[config.mk]
export PLATFORM = sky130hd
export DESIGN_NAME = tfir_chain
export DESIGN_NICKNAME = d
export VERILOG_FILES = /design/src/rtl/tfir_pkg.sv /design/src/rtl/tfir_slot.sv /design/src/rtl/tfir_tap.sv /design/src/rtl/tfir_chain.sv
export SDC_FILE = /design/constraint.sdc
export NUM_CORES = 1
export LEC_CHECK = 0
export BUFFER_PORTS_ARGS = -buffer_cell sky130_fd_sc_hd__buf_4
export CAP_MARGIN = 20
export CORE_MARGIN = 4
export CORE_UTILIZATION = 40
export CTS_CLUSTER_DIAMETER = 200
export DETAILED_ROUTE_END_ITERATION = 16
export PLACE_DENSITY = 0.57
export SLEW_MARGIN = 25
export SYNTH_ARGS = -nofsm -noshare
export SYNTH_HDL_FRONTEND = slang
export SYNTH_SLANG_ARGS = --single-unit
[constraint.sdc]
create_clock -name clk -period 2.2 [get_ports clk]
set_input_delay 0.11 -clock clk [delete_from_list [all_inputs] [get_ports clk]]
set_output_delay 0.11 -clock clk [all_outputs]
set_load 0.01 [all_outputs]
[src/rtl/tfir_pkg.sv]
package tfir_pkg;
  localparam int SAMPLE_W_DEF = 8;
  localparam int COEF_W_DEF   = 8;
  localparam int ACC_W_DEF    = 32;
endpackage

[src/rtl/tfir_slot.sv]
// Single-entry buffer: accepts a write only when empty, a read only when full.
module tfir_slot #(
  parameter int         W         = 32,
  parameter bit         INIT_FULL = 1'b0,
  parameter logic [W-1:0] INIT_VAL = '0
) (
  input  logic         clk,
  input  logic         rst,
  input  logic         wr_valid,
  input  logic [W-1:0] wr_data,
  output logic         wr_ready,
  output logic         rd_valid,
  output logic [W-1:0] rd_data,
  input  logic         rd_ready
);
  logic         full_q;
  logic [W-1:0] data_q;

  assign wr_ready = !full_q;
  assign rd_valid = full_q;
  assign rd_data  = data_q;

  always_ff @(posedge clk) begin
    if (rst) begin
      full_q <= INIT_FULL;
      data_q <= INIT_VAL;
    end else if (wr_valid && !full_q) begin
      full_q <= 1'b1;
      data_q <= wr_data;
    end else if (rd_ready && full_q) begin
      full_q <= 1'b0;
    end
  end
endmodule

[src/rtl/tfir_tap.sv]
// One tap: takes a partial sum first, then a sample, writes sample*weight+sum.
module tfir_tap #(
  parameter int            SW     = 8,
  parameter int            CW     = 8,
  parameter int            AW     = 32,
  parameter logic [CW-1:0] WEIGHT = '0
) (
  input  logic          clk,
  input  logic          rst,
  input  logic          y_valid,
  input  logic [AW-1:0] y_data,
  output logic          y_ready,
  input  logic          x_valid,
  input  logic [SW-1:0] x_data,
  output logic          x_ready,
  output logic          o_valid,
  output logic [AW-1:0] o_data,
  input  logic          o_ready
);
  logic          have_y_q;
  logic [AW-1:0] y_hold_q;
  logic          fire;

  assign y_ready = !have_y_q;
  assign fire    = have_y_q && x_valid && o_ready;
  assign x_ready = fire;
  assign o_valid = fire;
  assign o_data  = y_hold_q + AW'(x_data) * AW'(WEIGHT);

  always_ff @(posedge clk) begin
    if (rst) begin
      have_y_q <= 1'b0;
      y_hold_q <= '0;
    end else if (!have_y_q && y_valid) begin
      have_y_q <= 1'b1;
      y_hold_q <= y_data;
    end else if (fire) begin
      have_y_q <= 1'b0;
    end
  end
endmodule

[src/rtl/tfir_chain.sv]
module tfir_chain #(
  parameter int NTAPS    = 4,
  parameter int SAMPLE_W = tfir_pkg::SAMPLE_W_DEF,
  parameter int COEF_W   = tfir_pkg::COEF_W_DEF,
  parameter int ACC_W    = tfir_pkg::ACC_W_DEF,
  parameter logic [COEF_W-1:0] COEF [NTAPS] = '{8'd3, 8'd1, 8'd4, 8'd2}
) (
  input  logic                    clk,
  input  logic                    rst,
  input  logic                    s_valid,
  output logic                    s_ready,
  input  logic [SAMPLE_W-1:0]     s_data,
  output logic                    m_valid,
  input  logic                    m_ready,
  output logic signed [ACC_W-1:0] m_data
);
  // partial-sum buffers 0..NTAPS: write side (yw_*) and read side (yr_*)
  logic             yw_v [NTAPS+1];
  logic [ACC_W-1:0] yw_d [NTAPS+1];
  logic             yw_r [NTAPS+1];
  logic             yr_v [NTAPS+1];
  logic [ACC_W-1:0] yr_d [NTAPS+1];
  logic             yr_r [NTAPS+1];
  // sample buffers, one per tap
  logic                xw_r [NTAPS];
  logic                xr_v [NTAPS];
  logic [SAMPLE_W-1:0] xr_d [NTAPS];
  logic                xr_r [NTAPS];
  logic [NTAPS-1:0]    x_empty;
  logic                take;

  always_comb begin
    for (int k = 0; k < NTAPS; k++) x_empty[k] = xw_r[k];
  end
  assign s_ready = &x_empty;
  assign take    = s_valid && s_ready;

  // head buffer refills itself with zero whenever it is empty
  assign yw_v[0] = yw_r[0];
  assign yw_d[0] = '0;

  generate
    for (genvar k = 0; k <= NTAPS; k++) begin : g_ybuf
      tfir_slot #(.W(ACC_W), .INIT_FULL(k < NTAPS), .INIT_VAL('0)) u_ybuf (
        .clk(clk), .rst(rst),
        .wr_valid(yw_v[k]), .wr_data(yw_d[k]), .wr_ready(yw_r[k]),
        .rd_valid(yr_v[k]), .rd_data(yr_d[k]), .rd_ready(yr_r[k]));
    end

    for (genvar k = 0; k < NTAPS; k++) begin : g_tap
      tfir_slot #(.W(SAMPLE_W), .INIT_FULL(1'b0), .INIT_VAL('0)) u_xbuf (
        .clk(clk), .rst(rst),
        .wr_valid(take), .wr_data(s_data), .wr_ready(xw_r[k]),
        .rd_valid(xr_v[k]), .rd_data(xr_d[k]), .rd_ready(xr_r[k]));

      tfir_tap #(.SW(SAMPLE_W), .CW(COEF_W), .AW(ACC_W),
                 .WEIGHT(COEF[NTAPS-1-k])) u_tap (
        .clk(clk), .rst(rst),
        .y_valid(yr_v[k]), .y_data(yr_d[k]), .y_ready(yr_r[k]),
        .x_valid(xr_v[k]), .x_data(xr_d[k]), .x_ready(xr_r[k]),
        .o_valid(yw_v[k+1]), .o_data(yw_d[k+1]), .o_ready(yw_r[k+1]));
    end
  endgenerate

  assign yr_r[NTAPS] = m_ready;
  assign m_valid     = yr_v[NTAPS];
  assign m_data      = yr_d[NTAPS];
endmodule

After elaboration in Yosys (flattened, before gate mapping)

Index checks and enable logic that the tools add are counted.

Output and inout port bits: 34
Word-level logic and storage cells: 100
Bits of input ports: 12
Register bits: 221

Add/subtract/negate cells: 3
Bitwise logic cells: 1
Multipliers: 1
Mux-type cells: 19
Reduce and logical (&&, ||, !) cells: 52

Operators by type and width:

| kind                   | count |
|---|---|
| $add A32 B10 Y32       | 1 |
| $add A32 B8 Y32        | 1 |
| $logic_and A1 B1 Y1    | 26 |
| $mux W1                | 19 |
| $reduce_bool A2 Y1     | 9 |
| $logic_not A1 Y1       | 12 |
| $add A9 B10 Y11        | 1 |
| $mul A8 B2 Y10 const B | 1 |
| $reduce_or A2 Y1       | 4 |
| $reduce_and A4 Y1      | 1 |
| $not A1 Y1             | 1 |

Longest topological paths before layout

Word-level depth: 5
Mapped depth: 8
Mapped depth without buffers: 8

Modules after synthesis

From an unflattened synthesis, not the netlist that was laid out.

Cells, all modules: 1953
Area total of the unflattened synthesis: 17431.7 sq um

By module, submodules not included:

| module                           | area an instance (sq um) | instances | cells each | seq. area each (sq um) |
|---|---|---|---|---|
| tfir_slot (g_ybuf[0].u_ybuf ...) | 1495.2                   | 4         | 149        | 660.6 |
| tfir_tap (g_tap[3].u_tap)        | 2165.8                   | 1         | 272        | 660.6 |
| tfir_tap (g_tap[0].u_tap)        | 2011.9                   | 1         | 260        | 660.6 |
| tfir_tap (g_tap[1].u_tap)        | 2006.9                   | 1         | 259        | 660.6 |
| tfir_tap (g_tap[2].u_tap)        | 1969.4                   | 1         | 258        | 660.6 |
| tfir_slot (g_tap[0].u_xbuf ...)  | 430.4                    | 4         | 39         | 180.2 |
| tfir_slot (g_ybuf[4].u_ybuf)     | 1554.0                   | 1         | 149        | 660.6 |
| tfir_chain                       | 21.3                     | 1         | 3          | 0.0 |

Least setup slack after synthesis

OpenSTA, ideal clock, no wires.

Path type: register -> register
Start point: reg g_tap[3].u_xbuf.data_q[1]
End point: reg g_ybuf[4].u_ybuf.data_q[9]
Arrival time: 2297 ps
Setup time: 120 ps
Buffers on the path: 0
Data required time: 2080 ps
Clock period less this slack: 2417 ps
Cell stages (with the launch flop): 9
Setup slack: -217 ps
Cells stage by stage: dfxtp_1 > fa_1 > ha_1 > fa_1 > a211oi_1 > nor2_1 > o21ai_0 > nor4_1 > a211o_1

Word-level cells in the longest chain between the ends: 2

Ends and longest elaborated chain:

| item                     | RTL line        | source |
|---|---|---|
| start: declaration       | tfir_slot.sv:17 | `logic [W-1:0] data_q;` |
| start signal: assignment | tfir_slot.sv:29 | `data_q <= wr_data;` |
| $mul A8 B2 Y10           | tfir_tap.sv:28  | `assign o_data = y_hold_q + AW'(x_data) * AW'(WEIGHT);` |
| $add A32 B10 Y32         | tfir_tap.sv:28  |  |
| end signal: assignment   | tfir_slot.sv:29 |  |
| end: declaration         | tfir_slot.sv:17 |  |

No other way between the ends.
A chain may end at the register's enable or synchronous reset.

Worst setup path after layout

Start point: reg g_tap[3].u_xbuf.data_q[1]
End point: reg g_ybuf[4].u_ybuf.data_q[6]

Same word-level chain as after synthesis.

==> results summary <==
The top fanout value on the critical path is 5. The instance count along the most critical hold path is 2. Among all stages on the critical path, the largest delay is contributed by fa_2. At the pin with the least slew margin, the transition time is just under 700 ps. The run finished, with violations left. The count of final max-slew check failures came out at 0.

The number of synthesized flops with an enable pin is 0. The row count is 42. The via count of the first global-routing pass is around 4300. The routed length per placed instance is 14.9 µm.

The final route contains roughly 4500 vias. Setup repair after global routing could not meet its margin everywhere. The post-synthesis cell type count came out at 58. The number of buffers on the longest clock path came out at 2.

The H-tree depth came out at 4. The number of setup violations in the final report came out at 5. The static leakage came out at ~2.6 nW. The number of max-cap violations came out at 0.

The initial antenna violation count was 0. After clock tree synthesis, the clock-pin slew on the worst setup and hold paths is approximately 60 ps. The post-route total power came out at around 0.0058 W. Counting flops with an async set or reset pin after synthesis yields a share of 0%.

The die area came out at around 16000 µm². The power dissipated by switching net loads came out at between 0.0015 and 0.002 W. The stage delay of the slowest cell on the critical path came out at around 620 ps. The total congestion overflow after global routing came out at 0. The die is ~130 µm tall. Registers are responsible for 40.6% of the overall power.

The floorplan die width is around 130 µm. The summed instance area of the synthesized netlist is approximately 5500 µm². The minimum setup slack among reg-to-reg paths came out at -80 ps. Detailed placement finished with a half-perimeter wire length of roughly 9200 µm. The mean instance size in the synthesized netlist is ~8.6 µm². Sequential elements use between 40% and 50% of the synthesized area. The final layout net count came out at around 730. Leaving out fill and tap cells, the most frequent cell in the layout is dfxtp_1. The launch instance of the worst register-to-register path is g_tap[3].u_xbuf.rd_data[1]$_SDFFE_PP0P_. The number of ports placed on the die boundary is 46.

The initial core utilization came out at 41.1%. The path with the worst hold slack has its endpoint at g_ybuf[4].u_ybuf.rd_data[5]$_SDFFE_PP0P_. The clock latency on the worst-skew pair is 420 ps. Relative to the synthesized area, the layout overhead comes to 20.6%.

At the end of routability-driven placement, the weighted congestion stood at a little over 0.8. The path class of the lowest-slack min-delay path is input pin to flop. The internal power came out at a little over 0.004 W. The worst setup path is launched from a flop. The DRC violation total after the first TritonRoute iteration came out at 270.

The part of the power in the clock network is a little under half. The critical path class is flop to flop. The worst setup path is captured at a flop.

Entering global routing, the biggest net connects 50 pins. Among all flip-flop cells after synthesis, the most frequent one is dfxtp_1. The count of clock tree sinks is between 100 and 150. The count of cells in the finished layout, fillers not included, comes to around 870.

The clock tree from TritonCTS is done. The diode insertion count for antenna repair came out at 0. The worst hold margin came out at between 100 and 150 ps. The switching portion of total power came out at between 20% and 30%. The routed wire length is 12900 µm. The share of cells above drive strength 1 is around a fifth. The post-route worst setup slack is -78.9 ps. The combinational cell fraction of total power came out at 13.0%. For this design the ratio of total power to cell area is just under 900 nW/µm².

The data required time of the critical path came out at approximately 2500 ps. Port buffering added 26 buffers. The source of the worst hold timing path is rst.

In the routed design, unresolved DRC markers number 0. The number of cells in the design after placement is 832. Subtracting the final worst setup slack from the clock period gives 2280 ps. The share of the clock period used by the worst path came out at 104%. The number of fill cells came out at 1271.

For this run, the top clock speed supported by timing is 439 MHz. The post-place setup slack came out at -119 ps. The total negative setup slack is -215 ps. The checks that failed: setup timing. The number of buffers inserted during clock tree synthesis is 17.

The first global-routing pass estimated 21500 µm of wire. The clock skew is ~7.3 ps. During synthesis, Yosys emitted a total of 0 warnings.

The pre-antenna-repair detailed-routing pass consisted of 4 iterations. In the layout the commonest cells are dfxtp_1 (112), nand2_1 (108), a21oi_1 (90), nor2_1 (64), buf_4 (52). The reg-to-reg critical path endpoint is g_ybuf[4].u_ybuf.rd_data[6]$_SDFFE_PP0P_.

The final hold violation count was 0. VDD sags by at most roughly 0.00067 V. Data on the critical path arrives at its endpoint at roughly 2600 ps. The critical path goes through fa_2 -> ha_4 -> a211oi_4 -> o21bai_1 -> a21o_1 -> nor4b_4 -> a311o_1. The worst slew margin relative to its limit is 54.4%. The total routing resource utilization after global routing is between 10% and 20%. The cell sitting at the root of the clock tree is a clkbuf_16.

The area of the placeable core is 13300 µm². The number of nets still failing antenna checks after routing is 0. Dividing the detail-routed via count by the number of cells gives approximately 5.2. The number of cells traversed by the worst register-to-register path came out at 7.

Synthesis handed over a netlist of between 600 and 700 instances. The flip-flop and latch count after synthesis is between 100 and 150.
## worst max path at each step
stage / from / endpoint / slack (ps) / cells after the start
after global placement: g_tap[3].u_tap.y_hold_q[1]$_SDFFE_PP0P_ / g_ybuf[4].u_ybuf.rd_data[9]$_SDFFE_PP0P_ / -70 / 8
final: g_tap[3].u_xbuf.rd_data[1]$_SDFFE_PP0P_ / g_ybuf[4].u_ybuf.rd_data[6]$_SDFFE_PP0P_ / -80 / 7
after CTS: g_tap[3].u_tap.y_hold_q[1]$_SDFFE_PP0P_ / g_ybuf[4].u_ybuf.rd_data[9]$_SDFFE_PP0P_ / -70 / 8
after floorplan: g_tap[3].u_tap.y_hold_q[1]$_SDFFE_PP0P_ / g_ybuf[4].u_ybuf.rd_data[9]$_SDFFE_PP0P_ / -20 / 8
after global routing: g_tap[3].u_tap.y_hold_q[1]$_SDFFE_PP0P_ / g_ybuf[4].u_ybuf.rd_data[9]$_SDFFE_PP0P_ / -150 / 8
after detailed placement: g_tap[3].u_tap.y_hold_q[1]$_SDFFE_PP0P_ / g_ybuf[4].u_ybuf.rd_data[9]$_SDFFE_PP0P_ / -120 / 8
## synth_stat cells, drive strengths merged (2+ instances only)
library cell | n | share of area, %
nor3 | 10 | 0.91
o21a | 3 | 0.41
or4 | 3 | 0.41
nand3 | 12 | 1.1
nor2b | 4 | 0.46
or2 | 2 | 0.23
nor2 | 65 | 4.4
or3 | 3 | 0.34
xnor2 | 4 | 0.64
a21oi | 96 | 9.0
a32oi | 2 | 0.32
nand3b | 3 | 0.48
mux2i | 8 | 1.5
buf | 33 | 4.1
a211oi | 14 | 2.0
dfxtp | 118 | 43
nand2b | 4 | 0.46
inv | 9 | 0.62
ha | 25 | 5.7
nor4b | 8 | 1.6
nor4 | 3 | 0.62
a31oi | 5 | 0.57
nand2 | 109 | 7.6
nand4 | 6 | 0.68
o21ai | 18 | 1.6
o211ai | 6 | 1.0
clkbuf | 16 | 1.1
a211o | 3 | 0.48
and3 | 11 | 1.4
fa | 10 | 3.6
xor2 | 3 | 0.48
a21o | 6 | 0.82
a311o | 2 | 0.36
## worst max-delay path: cells and delay by family (launching register included)
kind / cells / cell delay, ps
flip-flops: 1 / 360
adder cells (fa/ha/maj): 2 / 840
AND/OR/NAND/NOR: 1 / 150
AO/OA/AOI/OAI: 4 / 830
## metrics by stage
stage / util, % / area [µm²]
6_report: 49.6 / 6620
5_1_grt: 49.6 / 6620
4_1_cts: 48.8 / 6520
3_5_place_dp: 44.1 / 5890
3_3_place_gp: 44.1 / 5890
2_1_floorplan: - / 5570
## cell families after synthesis
logic type                 Yosys count  synth area share, %
AOI/OAI and AO/OA                  162                 17.7
xor gates and xnor gates             7                 1.12
adders and majority gates           35                 9.35
buffers and inverters               59                 5.88
DFF                                118                 43.0
muxes                                8                 1.46
other                                1               0.0683
and+or+nand+nor                    246                 21.4
## sequential cells by signal, indices dropped and copies added, names as in the netlist
register,cells
g_ybuf.u_ybuf.rd_data,43
g_tap.u_xbuf.rd_valid,4
g_tap.u_tap.y_hold_q,30
g_ybuf.u_ybuf.rd_valid,5
g_tap.u_tap.have_y_q,4
g_tap.u_xbuf.rd_data,32
## power by group through the flow
stage	combinational (W)	sequential, W	clock, W
after floorplan	0.000530	0.00237	0
after global placement	0.000688	0.00238	0
after detailed placement	0.000697	0.00238	0
after CTS	0.000715	0.00234	0.00274
after global routing	0.000830	0.00236	0.00284
final	0.000748	0.00234	0.00268
## layer usage
| metal | GRT usage [%] | vias up | part of all wire [%] |
|---|---|---|---|
| met1 | 20.5 | 2118 | 46 |
| met3 | 4.43 | 14 | 3.1 |
| met2 | 29.0 | 68 | 50 |
| li1 | - | 2282 | - |
| met5 | 0 | - | 0 |
| met4 | 5.61 | 0 | 1.3 |
## repair_timing
action                                  4_1_cts  5_1_grt
setup buffers                                 1        2
endpoints found under the setup margin        8        9
resized for setup                            11       15
hold buffers                                  1        0
hold endpoints to repair                      1        0
pin swaps                                     7        9
## final cells by class
type	instances	area [µm²]	area share, %
flip-flops and latches	118	2370	35.8
repair buffers	55	423	6.39
multi-input cells	477	2990	45.1
clock buffers	18	439	6.63
well taps	176	220	3.33
inverters	10	37.5	0.567
clock inverters	14	140	2.12
(Power assumes the default switching activity.)
